## config.mk

```make
export PLATFORM = sky130hd
export DESIGN_NAME = cmd_walker
export DESIGN_NICKNAME = d
export VERILOG_FILES = /design/src/rtl/cmd_walker_pkg.sv /design/src/rtl/cw_addr_gen.sv /design/src/rtl/cw_burst_split.sv /design/src/rtl/cmd_walker.sv
export SDC_FILE = /design/constraint.sdc
export NUM_CORES = 1
export LEC_CHECK = 0
export ABC_CLOCK_PERIOD_IN_PS = 8300
export BUFFER_PORTS_ARGS = -buffer_cell sky130_fd_sc_hd__buf_2
export CAP_MARGIN = 20
export CORE_UTILIZATION = 55
export DETAILED_ROUTE_END_ITERATION = 7
export GPL_TIMING_DRIVEN = 0
export PLACE_DENSITY = 0.78
export SLEW_MARGIN = 10
export SYNTH_ARGS = -nofsm -noshare
export SYNTH_HDL_FRONTEND = slang
export SYNTH_SLANG_ARGS = --single-unit
```

## constraint.sdc

```tcl
create_clock -name clk_i -period 8.3 [get_ports clk_i]
set_input_delay 0.415 -clock clk_i [delete_from_list [all_inputs] [get_ports clk_i]]
set_output_delay 0.415 -clock clk_i [all_outputs]
set_load 0.05 [all_outputs]
```

## src/rtl/cmd_walker_pkg.sv

```systemverilog
package cmd_walker_pkg;
  localparam int ADDR_W      = 64;
  localparam int WORD_W      = 32;
  localparam int LBA_W       = 48;
  localparam int DESC_BYTES  = 16;
  localparam int HDR_BYTES   = 128;
  localparam int BUFD_BYTES  = 16;

  typedef enum logic [2:0] {
    S_IDLE, S_DESC, S_HDR, S_BUF, S_ISSUE, S_WB, S_DONE
  } cw_state_e;

  // block address is scattered over two header words, 24 bits each
  function automatic logic [LBA_W-1:0] lba_join(input logic [WORD_W-1:0] lo_w,
                                                input logic [WORD_W-1:0] hi_w);
    return {hi_w[23:0], lo_w[23:0]};
  endfunction
endpackage

```

## src/rtl/cw_addr_gen.sv

```systemverilog
module cw_addr_gen
  import cmd_walker_pkg::*;
#(
  parameter int SLOT_W = 5,
  parameter int BIDX_W = 8
) (
  input  cw_state_e          state_i,
  input  logic [1:0]         widx_i,
  input  logic [ADDR_W-1:0]  list_base_i,
  input  logic [SLOT_W-1:0]  slot_i,
  input  logic [ADDR_W-1:0]  tbl_i,
  input  logic [BIDX_W-1:0]  buf_idx_i,
  output logic [ADDR_W-1:0]  addr_o
);
  localparam int DSH = $clog2(DESC_BYTES);
  localparam int BSH = $clog2(BUFD_BYTES);

  logic [ADDR_W-1:0] desc_a, buf_a;
  logic [ADDR_W-1:0] desc_off, buf_off;

  assign desc_a = list_base_i + (ADDR_W'(slot_i) << DSH);
  assign buf_a  = tbl_i + ADDR_W'(HDR_BYTES) + (ADDR_W'(buf_idx_i) << BSH);

  always_comb begin
    case (widx_i)
      2'd0:    desc_off = ADDR_W'(0);
      2'd1:    desc_off = ADDR_W'(8);   // table address low
      default: desc_off = ADDR_W'(12);  // table address high
    endcase
    case (widx_i)
      2'd0:    buf_off = ADDR_W'(0);
      2'd1:    buf_off = ADDR_W'(4);
      default: buf_off = ADDR_W'(12);   // byte count, skips reserved word
    endcase
  end

  always_comb begin
    case (state_i)
      S_DESC:  addr_o = desc_a + desc_off;
      S_HDR:   addr_o = tbl_i + ADDR_W'(4) + (ADDR_W'(widx_i) << 2);
      S_BUF:   addr_o = buf_a + buf_off;
      S_WB:    addr_o = desc_a + ADDR_W'(4);
      default: addr_o = '0;
    endcase
  end
endmodule

```

## src/rtl/cw_burst_split.sv

```systemverilog
module cw_burst_split #(
  parameter int ADDR_W      = 64,
  parameter int LEN_W       = 32,
  parameter int BURST_BYTES = 64,
  localparam int BL_W       = $clog2(BURST_BYTES) + 1
) (
  input  logic              clk_i,
  input  logic              rst_ni,
  input  logic              load_i,
  input  logic [ADDR_W-1:0] addr_i,
  input  logic [LEN_W-1:0]  len_i,
  input  logic              write_i,
  output logic              busy_o,
  output logic              burst_valid_o,
  input  logic              burst_ready_i,
  output logic [ADDR_W-1:0] burst_addr_o,
  output logic [BL_W-1:0]   burst_len_o,
  output logic              burst_write_o
);
  logic [ADDR_W-1:0] addr_q;
  logic [LEN_W-1:0]  rem_q;
  logic              write_q, busy_q;
  logic              at_tail;
  logic [BL_W-1:0]   step;

  assign at_tail = rem_q <= LEN_W'(BURST_BYTES);
  assign step    = at_tail ? BL_W'(rem_q) : BL_W'(BURST_BYTES);

  always_ff @(posedge clk_i or negedge rst_ni) begin
    if (!rst_ni) begin
      addr_q  <= '0;
      rem_q   <= '0;
      write_q <= 1'b0;
      busy_q  <= 1'b0;
    end else if (load_i) begin
      addr_q  <= addr_i;
      rem_q   <= len_i;
      write_q <= write_i;
      busy_q  <= len_i != '0;
    end else if (busy_q && burst_ready_i) begin
      addr_q <= addr_q + ADDR_W'(step);
      rem_q  <= rem_q - LEN_W'(step);
      if (at_tail) busy_q <= 1'b0;
    end
  end

  assign busy_o        = busy_q;
  assign burst_valid_o = busy_q;
  assign burst_addr_o  = addr_q;
  assign burst_len_o   = step;
  assign burst_write_o = write_q;
endmodule

```

## src/rtl/cmd_walker.sv

```systemverilog
module cmd_walker
  import cmd_walker_pkg::*;
#(
  parameter int BURST_BYTES = 64,
  parameter int N_SLOTS     = 32,
  parameter int BUF_MAX     = 248,
  parameter int CNT_W       = 32,
  localparam int SLOT_W     = $clog2(N_SLOTS),
  localparam int BIDX_W     = $clog2(BUF_MAX + 1),
  localparam int BL_W       = $clog2(BURST_BYTES) + 1
) (
  input  logic              clk_i,
  input  logic              rst_ni,
  input  logic              start_i,
  input  logic [SLOT_W-1:0] slot_i,
  input  logic [63:0]       list_base_i,
  output logic              busy_o,
  output logic              done_o,
  output logic              err_o,
  output logic [47:0]       lba_o,
  output logic              mem_req_o,
  output logic              mem_we_o,
  output logic [63:0]       mem_addr_o,
  output logic [31:0]       mem_wdata_o,
  input  logic              mem_ack_i,
  input  logic [31:0]       mem_rdata_i,
  output logic              seg_valid_o,
  input  logic              seg_ready_i,
  output logic [63:0]       seg_addr_o,
  output logic [CNT_W-1:0]  seg_len_o,
  output logic              seg_write_o,
  output logic              burst_valid_o,
  input  logic              burst_ready_i,
  output logic [63:0]       burst_addr_o,
  output logic [BL_W-1:0]   burst_len_o,
  output logic              burst_write_o
);
  cw_state_e          state_q;
  logic [1:0]         widx_q;
  logic [SLOT_W-1:0]  slot_q;
  logic [ADDR_W-1:0]  base_q, tbl_q, baddr_q;
  logic [15:0]        nbuf_q;
  logic [BIDX_W-1:0]  bidx_q;
  logic [CNT_W-1:0]   blen_q, total_q;
  logic [23:0]        lba_lo_q;
  logic [LBA_W-1:0]   lba_q;
  logic               write_q, err_q, seg_sent_q;

  logic               split_busy, seg_take, advance, last_buf, bad_cnt;
  logic [15:0]        cnt_in;

  assign cnt_in   = mem_rdata_i[31:16];
  assign bad_cnt  = (cnt_in == 16'd0) || (cnt_in > 16'(BUF_MAX));
  assign seg_take = seg_valid_o && seg_ready_i;
  assign advance  = (state_q == S_ISSUE) && seg_sent_q && !split_busy;
  assign last_buf = (BIDX_W'(bidx_q + 1'b1) == BIDX_W'(nbuf_q));

  cw_addr_gen #(.SLOT_W(SLOT_W), .BIDX_W(BIDX_W)) u_addr (
    .state_i     (state_q),
    .widx_i      (widx_q),
    .list_base_i (base_q),
    .slot_i      (slot_q),
    .tbl_i       (tbl_q),
    .buf_idx_i   (bidx_q),
    .addr_o      (mem_addr_o)
  );

  cw_burst_split #(.ADDR_W(ADDR_W), .LEN_W(CNT_W), .BURST_BYTES(BURST_BYTES)) u_split (
    .clk_i         (clk_i),
    .rst_ni        (rst_ni),
    .load_i        (seg_take),
    .addr_i        (baddr_q),
    .len_i         (blen_q),
    .write_i       (write_q),
    .busy_o        (split_busy),
    .burst_valid_o (burst_valid_o),
    .burst_ready_i (burst_ready_i),
    .burst_addr_o  (burst_addr_o),
    .burst_len_o   (burst_len_o),
    .burst_write_o (burst_write_o)
  );

  always_ff @(posedge clk_i or negedge rst_ni) begin
    if (!rst_ni) begin
      state_q    <= S_IDLE;
      widx_q     <= '0;
      slot_q     <= '0;
      base_q     <= '0;
      tbl_q      <= '0;
      baddr_q    <= '0;
      nbuf_q     <= '0;
      bidx_q     <= '0;
      blen_q     <= '0;
      total_q    <= '0;
      lba_lo_q   <= '0;
      lba_q      <= '0;
      write_q    <= 1'b0;
      err_q      <= 1'b0;
      seg_sent_q <= 1'b0;
    end else begin
      case (state_q)
        S_IDLE: if (start_i) begin
          slot_q  <= slot_i;
          base_q  <= list_base_i & ~ADDR_W'(DESC_BYTES - 1);
          err_q   <= 1'b0;
          total_q <= '0;
          widx_q  <= '0;
          state_q <= S_DESC;
        end
        S_DESC: if (mem_ack_i) begin
          case (widx_q)
            2'd0: begin
              write_q <= mem_rdata_i[6];
              nbuf_q  <= cnt_in;
              if (bad_cnt) begin
                err_q   <= 1'b1;
                state_q <= S_DONE;
              end else begin
                widx_q <= 2'd1;
              end
            end
            2'd1: begin
              tbl_q[31:0] <= mem_rdata_i;
              widx_q      <= 2'd2;
            end
            default: begin
              tbl_q[63:32] <= mem_rdata_i;
              widx_q       <= '0;
              state_q      <= S_HDR;
            end
          endcase
        end
        S_HDR: if (mem_ack_i) begin
          if (widx_q == 2'd0) begin
            lba_lo_q <= mem_rdata_i[23:0];
            widx_q   <= 2'd1;
          end else begin
            lba_q   <= lba_join({8'h00, lba_lo_q}, mem_rdata_i);
            widx_q  <= '0;
            bidx_q  <= '0;
            state_q <= S_BUF;
          end
        end
        S_BUF: if (mem_ack_i) begin
          case (widx_q)
            2'd0: begin
              baddr_q[31:0] <= mem_rdata_i;
              widx_q        <= 2'd1;
            end
            2'd1: begin
              baddr_q[63:32] <= mem_rdata_i;
              widx_q         <= 2'd2;
            end
            default: begin
              blen_q     <= mem_rdata_i;
              widx_q     <= '0;
              seg_sent_q <= 1'b0;
              state_q    <= S_ISSUE;
            end
          endcase
        end
        S_ISSUE: begin
          if (seg_take) seg_sent_q <= 1'b1;
          if (advance) begin
            total_q <= total_q + blen_q;
            bidx_q  <= bidx_q + 1'b1;
            state_q <= last_buf ? S_WB : S_BUF;
          end
        end
        S_WB:    if (mem_ack_i) state_q <= S_DONE;
        S_DONE:  state_q <= S_IDLE;
        default: state_q <= S_IDLE;
      endcase
    end
  end

  assign busy_o      = state_q != S_IDLE;
  assign done_o      = state_q == S_DONE;
  assign err_o       = err_q;
  assign lba_o       = lba_q;
  assign mem_req_o   = (state_q == S_DESC) || (state_q == S_HDR) ||
                       (state_q == S_BUF)  || (state_q == S_WB);
  assign mem_we_o    = state_q == S_WB;
  assign mem_wdata_o = total_q;
  assign seg_valid_o = (state_q == S_ISSUE) && !seg_sent_q;
  assign seg_addr_o  = baddr_q;
  assign seg_len_o   = blen_q;
  assign seg_write_o = write_q;
endmodule

```

==> results of run 1 <==
==> repair_timing <==
action,in CTS,in global routing
buffers inserted,0,0
hold buffers,1,0
hold endpoints to repair,89,0
setup endpoints to repair,0,0
==> Yosys cell counts (8+ instances only) <==
cell type,instances,area [µm²]
xnor2_1,133,1160
dfrtp_1,451,11300
nor4_1,30,188
buf_1,15,56.3
ha_1,68,851
inv_1,42,158
o22ai_1,43,269
or3_1,15,93.8
o21ai_1,8,40.0
nand2_1,271,1020
nor2_1,136,510
nand4_1,44,275
o21ai_0,166,831
xor2_1,125,1090
nand3_1,105,526
mux2_2,306,3450
o21bai_1,11,82.6
a21o_1,22,165
and2_1,17,106
a31oi_1,17,106
clkbuf_1,83,312
a22oi_1,13,97.6
and3_1,36,225
nor3_1,56,280
a21oi_1,58,290
nand2b_1,13,81.3
==> power by group <==
| group | leakage (nW) | total, mW | internal [mW] | switching (mW) |
|---|---|---|---|---|
| clock network | 0.841 | 2.31 | 1.36 | 0.952 |
| logic | 6.80 | 6.77 | 2.05 | 4.71 |
| registers | 5.74 | 4.24 | 3.16 | 1.08 |
==> state kept, by name, indices dropped and copies added, names as in the netlist, 2 cells and up <==
name,count
u_split.rem_q,32
state_q,3
seg_len_o,32
lba_lo_q,24
lba_o,48
u_split.burst_addr_o,64
slot_q,5
mem_wdata_o,32
nbuf_q,8
widx_q,2
base_q,60
seg_addr_o,64
bidx_q,8
tbl_q,64
==> layer usage <==
metal  up-vias  share of wire [%]
met5         -              0.014
met4         2                5.5
met3       235                8.2
met2      1103                 47
met1     10585                 39
li1       9569                  -
==> worst register-to-register path, stage by stage (launching register included) <==
cell and delay, ns:
dfrtp_1 0.43, or3_1 0.47, o41ai_1 0.71, and3_1 0.36, ha_1 0.22, fa_1 0.23, a21o_1 0.13, a21oi_1 0.09
o21bai_1 0.15, a21oi_1 0.12, o21bai_1 0.62, and4_1 0.33, clkbuf_1 0.34, nor2b_1 0.22, xnor2_1 0.14, o21ai_0 0.11
==> cells in the final DEF (no fill, tap or decap), types with 8 or more instances in the layout <==
cell       instances
nor3_1            56
o21bai_1          11
nand3_1          105
and2_1            17
or3_1             15
buf_1             15
ha_1              68
nor2_1           136
a21o_1            22
clkbuf_1          88
dfrtp_1          451
nor4_1            30
clkbuf_16         49
a31oi_1           17
xor2_1           125
o21ai_0          166
o22ai_1           43
nand4_1           44
and3_1            36
buf_2            419
xnor2_1          133
nand2b_1          13
nand2_1          271
o21ai_1            8
mux2_2           306
a22oi_1           13
inv_1             42
a21oi_1           58
clkinv_2           9
clkbuf_8          13
==> final timing paths <==
check | start | to | cells after the start
hold / removal | list_base_i[18] | base_q[18]$_DFFE_PN0P_ | 2
setup reg to reg | u_split.rem_q[1]$_DFFE_PN0P_ | u_split.burst_addr_o[44]$_DFFE_PN0P_ | 15
min in group asynchronous | rst_ni | base_q[5]$_DFFE_PN0P_ | 2
max in group asynchronous | rst_ni | seg_addr_o[36]$_DFFE_PN0P_ | 4
hold reg to reg | u_split.burst_write_o$_DFFE_PN0P_ | u_split.burst_write_o$_DFFE_PN0P_ | 2
setup / recovery | widx_q[1]$_DFFE_PN0P_ | mem_addr_o[59] | 17
==> metrics by stage <==
stage / hold slack (ns) / worst slack, ns / utilization [%] / setup TNS [ns]
global placement: 0.472 / -1.99 / 62.2 / -861.36
detailed placement: 0.458 / 3.29 / 62.5 / 0
CTS: 0.0138 / 2.62 / 66.4 / 0
global route: 0.0148 / 2.14 / 66.4 / 0
finish: 0.0313 / 2.55 / 66.4 / 0
floorplan: 0.119 / 4.01 / - / 0
==> area by class of cell <==
class                      instances  share of cell area [%]
multi-input combinational       1818                    43.9
timing repair buffer             423                    7.57
tap                              592                    2.52
clock buffer                      67                    4.84
sequential                       451                    38.3
clock inverter                    21                    1.00
antenna                            3                  0.0255
inverter                          42                   0.535
buffer                           102                    1.34
==> cell families after synthesis <==
family                     after synthesis  share of synthesized area (%)
AOI/OAI and AO/OA                      400                           9.78
xor gates and xnor gates               258                           9.13
adders and majority gates               73                           3.84
buffers and inverters                  144                           2.23
DFF                                    451                           45.6
muxes                                  312                           14.2
other                                    1                         0.0152
and+or+nand+nor                        774                           15.2
==> results_dict.tcl, run 1 <==
set metrics [dict create \
    outcome "finished, final reports clean" \
    core-area_mm2 0.0443 \
    drv_slew 0 \
    synth_nets 2593 \
    slowest_stage "nor4_1" \
    insertion_delay_ns 0.63 \
    synth.distinct_cells 77 \
    clkTransAtPathRegs_ns 0.06 \
    fin_crit_ns 5.75 \
    finalInstanceArea_mm2 0.0294 \
    regToRegSetupSlack_ns 3.51 \
    finClkSkew_ns 0.0344 \
    synthCells 2413 \
    hold_viol 0 \
    p_leak_nw 13.4 \
    portBuffers 417 \
    cp.arrival_ns 5.33 \
    instances_no_fill 3519 \
    vias 21494 \
    dpl-instance-area_mm2 0.0277 \
    vdd_drop_max_mv 0.406 \
    dp_hpwl_um 61700 \
    busiest_layer "met2" \
    cellPowerDensity_mw_per_mm2 453 \
    clockBufferDepth 3 \
    synth-seq-cells 451 \
    dieHeight_um 214 \
    drtAntennaViolNets 0 \
    viasPerCell 6.11 \
    grt_pass1_wl_um 127000 \
    crit_path_end_kind "primary output" \
    critPathRequiredTime_ns 7.89 \
    met2_usage_pct 58.6 \
    pin_count 427 \
    syn_area_mm2 0.0247 \
    p_total_mw 13.3 \
    root_buffer "clkbuf_16" \
    cts.htree.levels 2 \
    drt_wl_total_um 83800 \
    grt_use_met3_pct 7.05 \
    cap_violations 0 \
    start_util_pct 55.8 \
    multiInputGateArea_mm2 0.0129 \
    seq_area_mm2 0.0113 \
    hp-class "in2reg" \
    grt_max_degree 100 \
    grt_use_total_pct 36.3 \
    dieWidth_um 214 \
    cpLargestDelayFamily "simple AND/OR/NAND/NOR gates" \
    synth_area_per_cell_um2 10.3 \
    firstDrtPassIters 5 \
    syn2layout_area_growth_pct 19.0 \
    tritoncts "built" \
    dp.cells 3426 \
    yosysWarningCount 0 \
    antenna_found_initial 7 \
    ys_async_sr_fraction_pct 100 \
    fmax_mhz 174 \
    ys.flop_type "dfrtp_1" \
    slowest_delay_ns 0.80 \
    wl_per_cell_um 23.8 \
    cp_max_fo 9 \
    crit_type "reg2out" \
    layout-drive-gt1-share_pct 28.8 \
    ys_seq_area_share_pct 45.6 \
    clkSinkCount 451 \
    relSlewSlack_pct 22.5 \
    gp_congestion 0.961 \
    critPathBufInv 4 \
    period_share_pct 69.3 \
    nNetsFinal 3067 \
    grt_pass1_vias 21125 \
    initialDrtViolationCount 2261 \
    synth_edf_count 0 \
    dieArea_mm2 0.0459 \
    grt_overflow 0 \
    setup_viol 0 \
    met1_usage_pct 46.7 \
    rsz0062_at_grt "false" \
    fill_cells 3513 \
    cts_buffers 49 \
    path_cells "clkbuf_1 -> nor2_1 -> inv_1 -> ha_1 -> ha_1 -> inv_1 -> fa_1 -> nor2b_1 -> o21a_1 -> o21ai_0 -> a21oi_1 -> o21ai_2 -> nor4_1 -> nand3_1 -> xor2_1 -> o22ai_1 -> buf_2" \
    row_count 77 \
    start_kind "register" \
    tightest_slew_ns 1.16 \
    drc 0 \
    cts_resized 0 \
]
No activity file was read; power rests on OpenSTA's default activity.
==> run 2: changes to the inputs <==
--- a/config.mk
+++ b/config.mk
@@ -5,7 +5,7 @@
 export SDC_FILE = /design/constraint.sdc
 export NUM_CORES = 1
 export LEC_CHECK = 0
-export ABC_CLOCK_PERIOD_IN_PS = 8300
+export ABC_CLOCK_PERIOD_IN_PS = 6000
 export BUFFER_PORTS_ARGS = -buffer_cell sky130_fd_sc_hd__buf_2
 export CAP_MARGIN = 20
 export CORE_UTILIZATION = 55
==> constraint.sdc (replaced) <==
create_clock -name clk_i -period 6 [get_ports clk_i]
set_input_delay 0.3 -clock clk_i [delete_from_list [all_inputs] [get_ports clk_i]]
set_output_delay 0.3 -clock clk_i [all_outputs]
set_load 0.05 [all_outputs]
==> run 2 against run 1 <==
Effect of this change:
- via count up 1.3%
- cell count up 1.8%
- hold slack better by 0.056 ns
- sequential cell count unchanged
- count of clock-buffer cells in the layout unchanged
- total power up 39%
- cell area up 2.2%
- non-clock buffer count up 65
- wire length up 2.2%
- utilization up 1.5 points
- clock power up 39%
- critical path type unchanged
- critical endpoint is now mem_addr_o[55]
- largest cell class unchanged
- largest power group unchanged
==> results_dict.tcl, run 2 (synthesis gave the netlist of run 1 again) <==
set metrics [dict create \
    grt_overflow 0 \
    hold_viol 0 \
    row_count 77 \
    layout-drive-gt1-share_pct 28.2 \
    wl_per_cell_um 23.9 \
    cts_buffers 49 \
    insertion_delay_ns 0.63 \
    hold_end "u_split.burst_valid_o$_DFFE_PN0P_" \
    cp_max_fo 9 \
    setup_viol 0 \
    busiest_layer "met2" \
    tritoncts "built" \
    grt_max_degree 100 \
    r2r_end "u_split.burst_addr_o[44]$_DFFE_PN0P_" \
    mostFrequentLayoutCell "dfrtp_1" \
    outcome "finished, final reports clean" \
    cellPowerDensity_mw_per_mm2 615 \
    clkSinkCount 451 \
    antenna_found_initial 7 \
    period_share_pct 93.0 \
    rsz0062_at_grt "false" \
    swShare_pct 50.7 \
    pwr-share-comb_pct 51.0 \
    initialDrtViolationCount 2257 \
    vias 21780 \
    dpl-instance-area_mm2 0.0277 \
    p_leak_nw 13.7 \
    dieHeight_um 214 \
    cap_violations 0 \
    crit_type "reg2out" \
    gp_congestion 0.961 \
    fin_crit_ns 5.58 \
    regToRegSetupSlack_ns 1.28 \
    clkTransAtPathRegs_ns 0.06 \
    cp.arrival_ns 5.28 \
    p_total_mw 18.5 \
    drv_slew 0 \
    grt_use_total_pct 37.1 \
    timing.rr.start "u_split.rem_q[1]$_DFFE_PN0P_" \
    switchingPower_mw 9.38 \
    dieWidth_um 214 \
    firstDrtPassIters 8 \
    clkPwrFrac_pct 17.3 \
    start_kind "register" \
    cts.htree.levels 2 \
    tightest_slew_ns 1.14 \
    hp-class "in2reg" \
    syn2layout_area_growth_pct 21.6 \
    met1_usage_pct 46.7 \
    ctsHoldBuffers 66 \
    critPathRequiredTime_ns 5.70 \
    fmax_mhz 179 \
    relSlewSlack_pct 23.9 \
    nNetsFinal 3132 \
    cts_resized 0 \
    power_frac_seq_pct 31.7 \
    layout_common_cells "451 x dfrtp_1, 419 x buf_2, 306 x mux2_2" \
    clockBufferDepth 3 \
    grt_pass1_vias 21645 \
    grt_use_met3_pct 7.65 \
    viasPerCell 6.08 \
    dieArea_mm2 0.0459 \
    p_int_mw 9.13 \
    core-area_mm2 0.0443 \
    start_util_pct 55.8 \
    met2_usage_pct 60.8 \
    crit_path_end_kind "primary output" \
    finClkSkew_ns 0.0331 \
    tns_ns 0 \
    pin_count 427 \
    vdd_drop_max_mv 0.448 \
    startpoint "widx_q[1]$_DFFE_PN0P_" \
    drt_wl_total_um 85600 \
    portBuffers 417 \
    drtAntennaViolNets 0 \
    finalInstanceArea_mm2 0.0301 \
    dp_hpwl_um 61700 \
    root_buffer "clkbuf_16" \
    worstHoldStart "burst_ready_i" \
    post_cts_buffers 0 \
    grt_pass1_wl_um 130000 \
    drc 0 \
    r2r_cells 15 \
    holdPathStages 4 \
]
==> run 2: cell count changes in the layout (fill, tap and decap cells not counted) <==
cell,previous run,this run
dlygate4sd3_1,1,66
diode_2,3,2
==> run 2: how the worst max path moves through the flow <==
stage | to | cells past startpoint
after floorplan | mem_addr_o[42] | 14
after global placement | u_split.burst_addr_o[39]$_DFFE_PN0P_ | 1
after detailed placement | mem_addr_o[59] | 17
after CTS | mem_addr_o[59] | 17
after global routing | mem_addr_o[47] | 17
final | mem_addr_o[55] | 17
==> run 2: worst max-delay path, cell delays in order (launching register included) <==
cell and delay (ns):
dfrtp_1 0.37, clkbuf_1 0.28, nor2_1 0.22, inv_1 0.16
ha_1 0.17, ha_1 0.20, inv_1 0.07, fa_1 0.40
nor2b_1 0.13, o21a_1 0.15, o21ai_0 0.14, a21oi_1 0.42
o21ai_2 0.26, nor4_1 0.79, nand2_1 0.18, xor2_1 0.20
o22ai_1 0.23, buf_2 0.32
==> run 2: layout make-up <==
class / count / area (µm²)
repair buffers: 488 / 2880
multi-input cells: 1818 / 12900
clock inverters: 21 / 295
well taps: 592 / 741
flip-flops and latches: 451 / 11300
fillers: 3409 / 14200
diodes: 2 / 5.00
plain buffers: 102 / 394
clock buffers: 67 / 1420
inverters: 42 / 158
==> run 2: metal layers <==
metal / routed length [µm] / vias to the layer above
met4: 4690 / 2
met2: 40600 / 1149
met1: 33100 / 10695
met5: 11 / -
li1: - / 9689
met3: 7210 / 245
==> run 2: power groups by stage <==
stage	combinational, mW	clock, mW	sequential, mW
2_1_floorplan	4.65	0	7.76
4_1_cts	9.35	3.23	5.81
5_1_grt	9.92	3.36	6.03
3_5_place_dp	9.25	0	5.84
6_report	9.43	3.20	5.87
3_3_place_gp	9.09	0	5.75
==> run 2: metrics by stage <==
stage	hold WS, ns	std cells	utilization (%)	setup WS, ns
floorplan	0.00441	2413	-	1.82
global placement	0.472	3422	62.2	-4.17
detailed placement	0.343	3426	62.5	1.11
CTS	0.0645	3580	67.9	0.437
global route	0.0873	3582	67.9	0.0283
finish	0.0871	3583	67.9	0.421
